[config.mk]
export PLATFORM = sky130hd
export DESIGN_NAME = acc_alu_datapath
export DESIGN_NICKNAME = d
export VERILOG_FILES = /design/src/rtl/acc_alu_pkg.sv /design/src/rtl/acc_alu_reg.sv /design/src/rtl/acc_alu_core.sv /design/src/rtl/acc_alu_shifter.sv /design/src/rtl/acc_alu_flags.sv /design/src/rtl/acc_alu_datapath.sv
export SDC_FILE = /design/constraint.sdc
export NUM_CORES = 1
export LEC_CHECK = 0
export ABC_AREA = 1
export CORE_UTILIZATION = 35
export CTS_CLUSTER_DIAMETER = 50
export DETAILED_ROUTE_END_ITERATION = 7
export DONT_BUFFER_PORTS = 1
export PLACE_DENSITY_LB_ADDON = 0.08
export SLEW_MARGIN = 20
export SYNTH_ARGS = -nofsm -noshare
export SYNTH_HDL_FRONTEND = slang
export SYNTH_HIERARCHICAL = 1
export SYNTH_SLANG_ARGS = --single-unit
[constraint.sdc]
create_clock -name clk -period 2.5 [get_ports clk]
set_clock_uncertainty 0.15 [all_clocks]
set_input_delay 0.5 -clock clk [delete_from_list [all_inputs] [get_ports clk]]
set_output_delay 0.5 -clock clk [all_outputs]
set_load 0.03 [all_outputs]
[src/rtl/acc_alu_pkg.sv]
package acc_alu_pkg;

  localparam int unsigned FLAG_W = 4;
  localparam int unsigned OP_W   = 3;

  typedef enum logic [OP_W-1:0] {
    OP_ADD      = 3'd0,
    OP_SUB      = 3'd1,
    OP_RSUB     = 3'd2,
    OP_XOR      = 3'd3,
    OP_OR       = 3'd4,
    OP_AND      = 3'd5,
    OP_PASS     = 3'd6,
    OP_PASS_ALT = 3'd7
  } alu_op_e;

  // bit 3 overflow, bit 2 sign, bit 1 zero, bit 0 carry
  typedef struct packed {
    logic v;
    logic s;
    logic z;
    logic c;
  } alu_flags_t;

  function automatic logic op_is_arith(alu_op_e op);
    return (op == OP_ADD) || (op == OP_SUB) || (op == OP_RSUB);
  endfunction

  function automatic logic op_is_logic(alu_op_e op);
    return (op == OP_XOR) || (op == OP_OR) || (op == OP_AND);
  endfunction

endpackage

[src/rtl/acc_alu_reg.sv]
module acc_alu_reg #(
  parameter int unsigned W = 8
) (
  input  logic         clk,
  input  logic         rst,
  input  logic         en,
  input  logic [W-1:0] d,
  output logic [W-1:0] q
);

  always_ff @(posedge clk) begin
    if (rst)     q <= '0;
    else if (en) q <= d;
  end

endmodule

[src/rtl/acc_alu_core.sv]
module acc_alu_core
  import acc_alu_pkg::*;
#(
  parameter int unsigned W = 8
) (
  input  alu_op_e      op,
  input  logic [W-1:0] a,
  input  logic [W-1:0] b,
  output logic [W-1:0] pre,
  output logic         carry,
  output logic         ovf,
  output logic         arith
);

  // returns {overflow, carry, sum}
  function automatic logic [W+1:0] add_ops(input logic [W-1:0] x,
                                           input logic [W-1:0] y,
                                           input logic         cin);
    logic [W:0] s;
    logic       v;
    s = {1'b0, x} + {1'b0, y} + {{W{1'b0}}, cin};
    v = (x[W-1] == y[W-1]) && (s[W-1] != x[W-1]);
    return {v, s};
  endfunction

  logic [W+1:0] sum_w;

  always_comb begin
    sum_w = '0;
    pre   = '0;
    case (op)
      OP_ADD:  sum_w = add_ops(a, b, 1'b0);
      OP_SUB:  sum_w = add_ops(a, ~b, 1'b1);
      OP_RSUB: sum_w = add_ops(b, ~a, 1'b1);
      OP_XOR:  pre = a ^ b;
      OP_OR:   pre = a | b;
      OP_AND:  pre = a & b;
      default: pre = a;
    endcase
    arith = op_is_arith(op);
    if (arith) pre = sum_w[W-1:0];
    carry = arith & sum_w[W];
    ovf   = arith & sum_w[W+1];
  end

endmodule

[src/rtl/acc_alu_shifter.sv]
module acc_alu_shifter #(
  parameter int unsigned W = 8
) (
  input  logic         en,
  input  logic [W-1:0] din,
  output logic [W-1:0] dout,
  output logic         out_bit
);

  for (genvar i = 0; i < W - 1; i++) begin : g_lane
    assign dout[i] = en ? din[i+1] : din[i];
  end
  assign dout[W-1] = en ? 1'b0 : din[W-1];
  assign out_bit   = din[0];

endmodule

[src/rtl/acc_alu_flags.sv]
module acc_alu_flags
  import acc_alu_pkg::*;
#(
  parameter int unsigned W = 8
) (
  input  logic         clk,
  input  logic         rst,
  input  logic         load,
  input  logic         raw,
  input  logic         shift_en,
  input  logic         arith,
  input  logic [W-1:0] res,
  input  logic         pre_carry,
  input  logic         pre_ovf,
  input  logic         shift_bit,
  output alu_flags_t   flags_calc,
  output alu_flags_t   flags_q
);

  alu_flags_t          flags_next;
  logic [FLAG_W-1:0]   flags_bits;

  always_comb begin
    flags_calc.c = shift_en ? shift_bit : (arith & pre_carry);
    flags_calc.v = ~shift_en & arith & pre_ovf;
    flags_calc.z = ~|res;
    flags_calc.s = res[W-1];
    flags_next   = raw ? alu_flags_t'(res[FLAG_W-1:0]) : flags_calc;
  end

  acc_alu_reg #(.W(FLAG_W)) u_flag_reg (
    .clk (clk),
    .rst (rst),
    .en  (load),
    .d   (flags_next),
    .q   (flags_bits)
  );
  assign flags_q = alu_flags_t'(flags_bits);

  p_flags_hold_r10: assert property (@(posedge clk) disable iff (rst)
    !load |=> $stable(flags_q));

  p_raw_load_r11: assert property (@(posedge clk) disable iff (rst)
    (load && raw) |=> (flags_q == $past(res[FLAG_W-1:0])));

  p_zero_flag_r8: assert property (@(posedge clk) disable iff (rst)
    (load && !raw) |=> (flags_q.z == ($past(res) == '0)) && (flags_q.s == $past(res[W-1])));

  p_shift_carry_r7: assert property (@(posedge clk) disable iff (rst)
    (load && !raw && shift_en) |=> (flags_q.c == $past(shift_bit)) && !flags_q.v);

endmodule

[src/rtl/acc_alu_datapath.sv]
module acc_alu_datapath
  import acc_alu_pkg::*;
#(
  parameter int unsigned DATA_W = 8
) (
  input  logic              clk,
  input  logic              rst,
  input  logic [DATA_W-1:0] bus_in,
  input  logic [2:0]        op_sel,
  input  logic              shift_en,
  input  logic              wr_latch,
  input  logic              wr_acc,
  input  logic              wr_flags,
  input  logic              raw_flags,
  output logic [DATA_W-1:0] result_out,
  output logic [DATA_W-1:0] acc_out,
  output logic [3:0]        flags_out
);

  localparam int unsigned MSB = DATA_W - 1;

  alu_op_e           op;
  logic [DATA_W-1:0] latch_q;
  logic [DATA_W-1:0] pre_val;
  logic              pre_carry;
  logic              pre_ovf;
  logic              is_arith;
  logic              shift_bit;
  alu_flags_t        flags_calc;
  alu_flags_t        flags_q;
  logic              rst_d;

  assign op = alu_op_e'(op_sel);

  acc_alu_core #(.W(DATA_W)) u_core (
    .op    (op),
    .a     (bus_in),
    .b     (latch_q),
    .pre   (pre_val),
    .carry (pre_carry),
    .ovf   (pre_ovf),
    .arith (is_arith)
  );

  acc_alu_shifter #(.W(DATA_W)) u_shift (
    .en      (shift_en),
    .din     (pre_val),
    .dout    (result_out),
    .out_bit (shift_bit)
  );

  acc_alu_flags #(.W(DATA_W)) u_flags (
    .clk        (clk),
    .rst        (rst),
    .load       (wr_flags),
    .raw        (raw_flags),
    .shift_en   (shift_en),
    .arith      (is_arith),
    .res        (result_out),
    .pre_carry  (pre_carry),
    .pre_ovf    (pre_ovf),
    .shift_bit  (shift_bit),
    .flags_calc (flags_calc),
    .flags_q    (flags_q)
  );

  acc_alu_reg #(.W(DATA_W)) u_latch (
    .clk (clk), .rst (rst), .en (wr_latch), .d (result_out), .q (latch_q)
  );

  acc_alu_reg #(.W(DATA_W)) u_acc (
    .clk (clk), .rst (rst), .en (wr_acc), .d (result_out), .q (acc_out)
  );

  assign flags_out = flags_q;

  always_ff @(posedge clk) rst_d <= rst;

  p_reset_clear_r1: assert property (@(posedge clk) disable iff (rst)
    rst_d |-> (acc_out == '0) && (latch_q == '0) && (flags_q == '0));

  p_acc_hold_r9: assert property (@(posedge clk) disable iff (rst)
    !wr_acc |=> $stable(acc_out));

  p_acc_load_r9: assert property (@(posedge clk) disable iff (rst)
    wr_acc |=> (acc_out == $past(result_out)));

  p_latch_hold_r9: assert property (@(posedge clk) disable iff (rst)
    !wr_latch |=> $stable(latch_q));

  p_sub_carry_r3: assert property (@(posedge clk) disable iff (rst)
    (op == OP_SUB && !shift_en) |-> (flags_calc.c == (bus_in >= latch_q)));

  p_add_ovf_r4: assert property (@(posedge clk) disable iff (rst)
    (op == OP_ADD && !shift_en) |->
      (flags_calc.v == ((bus_in[MSB] == latch_q[MSB]) && (result_out[MSB] != bus_in[MSB]))));

  p_logic_clear_r5: assert property (@(posedge clk) disable iff (rst)
    (op_is_logic(op) && !shift_en) |-> (!flags_calc.c && !flags_calc.v));

  p_pass_bus_r6: assert property (@(posedge clk) disable iff (rst)
    ((op == OP_PASS || op == OP_PASS_ALT) && !shift_en) |-> (result_out == bus_in));

endmodule

# After elaboration in Yosys (flattened, before gate mapping)
# Index checks and enable logic that the tools add are counted.
# word_totals
inputBits,18
register_bits,20
output_inout_bits,20
# classes
eq_ne,11
n_mux,13
add_sub_neg,5
n_reduce_logical,9
bitwise,11
# op_table
op,n
8-bit case mux with 4 select lines,1
10-bit case mux with 3 select lines,1
8-bit by 8-bit adder with 9-bit output,3
9-bit by 1-bit adder with 9-bit output (second input constant),2
8-bit inverter,2
1-bit 2-to-1 mux,9
8-bit AND,1
8-bit 2-to-1 mux,1
8-bit OR,1
8-bit OR reduction,1
8-bit bitwise XOR,1
3-bit by 2-bit equality test with 1-bit output (second input constant),2
3-bit equality test (second input constant),2
1-bit AND,5
4-bit 2-to-1 mux,1
1-bit equality test,3
3-bit by 1-bit equality test with 1-bit output (second input constant),1
1-bit logical AND,3
3-bit zero test,1
1-bit inequality test,3
3-bit OR reduction,1
1-bit logical OR,2
1-bit zero test,1
1-bit inverter,1

# Logic depth before layout (Yosys ltp)
# logic_depth
depth_word,11
mapped_depth,22
depth_no_buf,21

# By module
# Netlist, hierarchy kept.
# modules_own_cells
module,area_per_inst_um2,cells_per_inst,seq_area_each_um2,instances
acc_alu_core,1702.9,277,0.0,1
acc_alu_reg at u_acc ...,341.6,51,160.2,2
acc_alu_reg at u_flags.u_flag_reg,172.7,26,80.1,1
acc_alu_shifter,108.9,26,0.0,1
acc_alu_flags,106.4,25,0.0,1

# Least setup slack after synthesis
# Ideal clock, no wire load.
# synth_path
kind,input port to flip-flop
startpoint,input port bus_in[6]
endpoint,register u_flags.u_flag_reg.q[1]
path_slack_ns,-0.530
required_time_ns,2.236
path_stages,22
path_buffers,1
t_arrival_ns,2.766
cell_sequence,inv_1 -> ha_1 -> buf_6 -> nor2_1 -> inv_1 -> nor2_2 -> nand2_1 -> nand2_1 -> xor2_1 -> nand2_1 -> nand4_1 -> inv_1 -> nor2_1 -> nor2_1 -> nand2_1 -> nor2_2 -> nand2_1 -> nand2_1 -> inv_1 -> nand2_1 -> nand2_1 -> nor2_2
# synth_rtl
element,line_no,rtl
"start, declared",acc_alu_datapath.sv:8,"input logic [DATA_W-1:0] bus_in,"
"end signal, assigned",acc_alu_reg.sv:12,if (rst) q <= '0;
"end signal, assigned",acc_alu_reg.sv:13,else if (en) q <= d;
"end, declared",acc_alu_reg.sv:8,output logic [W-1:0] q

# Worst setup path in the final report
# layout_path
startpoint,register u_latch.q[0]
endpoint,output port result_out[6]
# layout_between
elab_chain_cells,6
# layout_lines
element,line_no,rtl
"start, declared",acc_alu_reg.sv:8,
"start signal, assigned",acc_alu_reg.sv:12,
"start signal, assigned",acc_alu_reg.sv:13,
8-bit inverter,acc_alu_core.sv:33,"OP_SUB: sum_w = add_ops(a, ~b, 1'b1);"
8-bit by 8-bit adder with 9-bit output,acc_alu_core.sv:21,"s = {1'b0, x} + {1'b0, y} + {{W{1'b0}}, cin};"
9-bit by 1-bit adder with 9-bit output,acc_alu_core.sv:21,
10-bit case mux with 3 select lines (*),acc_alu_core.sv:31,case (op)
8-bit 2-to-1 mux (*),acc_alu_core.sv:41,if (arith) pre = sum_w[W-1:0];
named net pre_val[6],acc_alu_datapath.sv:24,logic [DATA_W-1:0] pre_val;
1-bit 2-to-1 mux (*),acc_alu_shifter.sv:11,assign dout[i] = en ? din[i+1] : din[i];
"end, declared",acc_alu_datapath.sv:15,"output logic [DATA_W-1:0] result_out,"
# Mark *: on every way through the listed nets, which the timed path passes. The rest lies on a longest branch.

==> summary.txt <==
CTS
  – Clock sink count: 20
  – Number of buffers on the longest clock path: 2
  – Number of buffers inserted during clock tree synthesis: 3
  – Clk root buf: clkbuf_8
  – Worst-path clk slew: 0.09 ns
  – Level count of the clock H-tree: 1
  – Insertion delay to the later sink of the worst-skew pair: about 0.28 ns
  – TritonCTS clock tree: built
  – Hold-fix buffers, CTS: 0

Timing
  – Share of the clock period used by the worst path after layout: 116%
  – Hold_ws: 0.192 ns
  – Count of final setup violators: 10
  – Setup repair after global routing missed its margin: true
  – Final critical delay including setup and external delays: slightly below 3 ns
  – Number of hold-slack violations in the final timing report: 0
  – Maximum frequency from static timing analysis: 344 MHz
  – Final-report max-slew violation count: 0
  – Final worst setup slack: -0.408 ns
  – Max-slew headroom: 74.8%
  – Actual slew at the worst max-slew pin: around 0.38 ns
  – Final setup TNS: -2.94 ns

Drt
  – Remaining DRCs: 0
  – TritonRoute pass-1 iters: 5
  – Number of vias after detailed routing: 2981
  – Detailed-route wire length per cell: 14.0 µm
  – Routed wire length: 8810 µm
  – Remaining antenna violation count: 0
  – First DRT Iteration DRCs: 128
  – Average via count per standard cell: 4.75

Cells and area
  – Fraction of layout cells with a size suffix above 1: 39.0%
  – Layout Area Growth over Synthesis: 44.6%
  – Non-filler instance count after layout: 628
  – Count of fill cells added during filler insertion: 794
  – Final Net Count: 582
  – ANT cells: 0

Power and ir drop
  – Static Leakage: 1.96 nW
  – VDD IR max: about 260 µV
  – PD cells: between 400 and 500 mW/mm²
  – Power consumption: 1.78 mW

Global routing
  – Aggregate global-route resource usage: 22.4%
  – Vias in the first global route: 3027
  – Largest net degree at the start of global routing: 17
  – Initial antenna violation count: 0
  – Grt total ovfl: 0
  – Wire length of the first global-routing pass: between 10000 and 15000 µm

Floorplanning
  – Die outline area: slightly above 0.008 mm²
  – Top-level port count: 38
  – Placeable core region: roughly 0.0077 mm²
  – Width of the die: between 90 and 100 µm
  – Floorplan die height: 90.8 µm
  – Initial Utilization: a little over a third
  – Rows: 32

Placement
  – Port-buffer cells: 0
  – Final weighted congestion of routability-driven global placement: approximately 0.87
  – Worst setup timing slack at the placement stage: -0.338 ns
  – Placed insts: 607
  – Half-perimeter wire length after detailed placement: 6910 µm

Setup path
  – Crit path launch: u_latch/q[0]$_SDFFE_PP0P_
  – Critical Path Sink Type: output port
  – Data arrival at the endpoint of the critical path: ~2.3 ns
  – Largest fanout on the critical path: 4
  – Largest delay share family, worst path: adder cells
  – Buffer and inverter count on the worst path: 3
  – WS Path Type: reg2out
  – Kind of start point of the critical path: flip-flop
  – Cell type with the highest occurrence count on the critical path: nand2_1
  – R2r setup slk: -0.27 ns
  – CP Cell Sequence: buf_6 > ha_4 > fa_2 > o21ai_4 > inv_2 > o21bai_1 > nand2_1 > nand3_1 > nand4_1 > nand2_1 > nand2_4 > buf_12
  – Max stage delay cell, worst path: dfxtp_4
  – Startpoint of the worst register-to-register path: u_latch/q[0]$_SDFFE_PP0P_
  – Crit path required time: 1.85 ns
  – Slowest stage delay, CP: 0.37 ns

Logic synthesis
  – Post-synthesis net count: 508
  – Post-Synthesis Cells: 453
  – Yosys warnings: 6
  – Average instance area after synthesis: roughly 6.1 µm²
  – Total standard cell area after synthesis: approximately 0.0028 mm²

Min path
  – Min-Delay Path Class: in2reg
  – Critical hold path startpoint: wr_flags

Status
  – Violated checks: negative setup slack
  – Run status: complete, but fails checks

Flow run
  – Number of max-cap violations: 0
[flip-flops by register name, indices dropped and copies added, names as in the netlist]
name                  count
u_acc/q                   8
u_latch/q                 8
u_flags/u_flag_reg/q      4
[per-stage QoR]
stage | cell area (µm²) | utilization, %
finish | 3990 | 51.9
global route | 3990 | 51.9
CTS | 3840 | 50.0
detailed placement | 3540 | 46.0
global placement | 3540 | 46.0
floorplan | 2990 | -
[worst paths after layout]
| kind | to | cells past startpoint |
|---|---|---|
| max | result_out[6] | 12 |
| min | u_flags/u_flag_reg/q[1]$_SDFFE_PP0P_ | 2 |
| max reg2reg | u_flags/u_flag_reg/q[1]$_SDFFE_PP0P_ | 21 |
| min reg2reg | u_latch/q[0]$_SDFFE_PP0P_ | 2 |
[report_power, final]
group / total (mW) / switching (mW) / internal, mW / leakage [nW]
combinational: 1.03 / 0.553 / 0.478 / 1.76
sequential: 0.396 / 0.0486 / 0.347 / 0.168
clock: 0.355 / 0.141 / 0.214 / 0.0357
total: 1.78 / 0.743 / 1.04 / 1.96
[repair_timing]
item	4_1_cts	5_1_grt
setup endpoints to repair	12	18
buffers inserted	13	7
pin swaps	43	30
resized for setup	54	39
[cell type report]
cell class | instances | area [µm²] | share of cell area [%]
flip-flops and latches | 20 | 410 | 10.3
multi-input cells | 343 | 2310 | 57.9
repair buffers | 83 | 742 | 18.6
clock inverters | 1 | 30.0 | 0.753
inverters | 76 | 329 | 8.25
well taps | 102 | 128 | 3.20
clock buffers | 3 | 41.3 | 1.03
[layout by cell type, fill, tap and decap left out, types with 3 or more instances in the layout]
master    instances
nand2_2          24
dfxtp_2           5
dfxtp_1          14
o211ai_1          3
nor2_4            6
nand4_1           8
buf_12            5
nand2_1         110
a21oi_2           6
ha_1             24
buf_4            64
o221ai_1          6
o21bai_1          4
nand2_4          11
a21oi_1          12
nor3_4            3
inv_2            22
fa_2              3
a31oi_1           3
clkbuf_8          3
buf_6            13
nor2_2            7
o21ai_1           4
o21ai_0           3
inv_1            47
ha_4              8
nor2_1           47
nand3_1          29
[routing by layer]
| layer | global-route usage, % | part of all wire [%] | up-vias |
|---|---|---|---|
| met3 | 2.78 | 3.8 | 14 |
| li1 | - | - | 1569 |
| met2 | 37.1 | 46 | 48 |
| met5 | 0 | 0 | - |
| met1 | 29.8 | 48 | 1350 |
| met4 | 7.54 | 2.2 | 0 |
No activity file was read; power rests on OpenSTA's default activity.
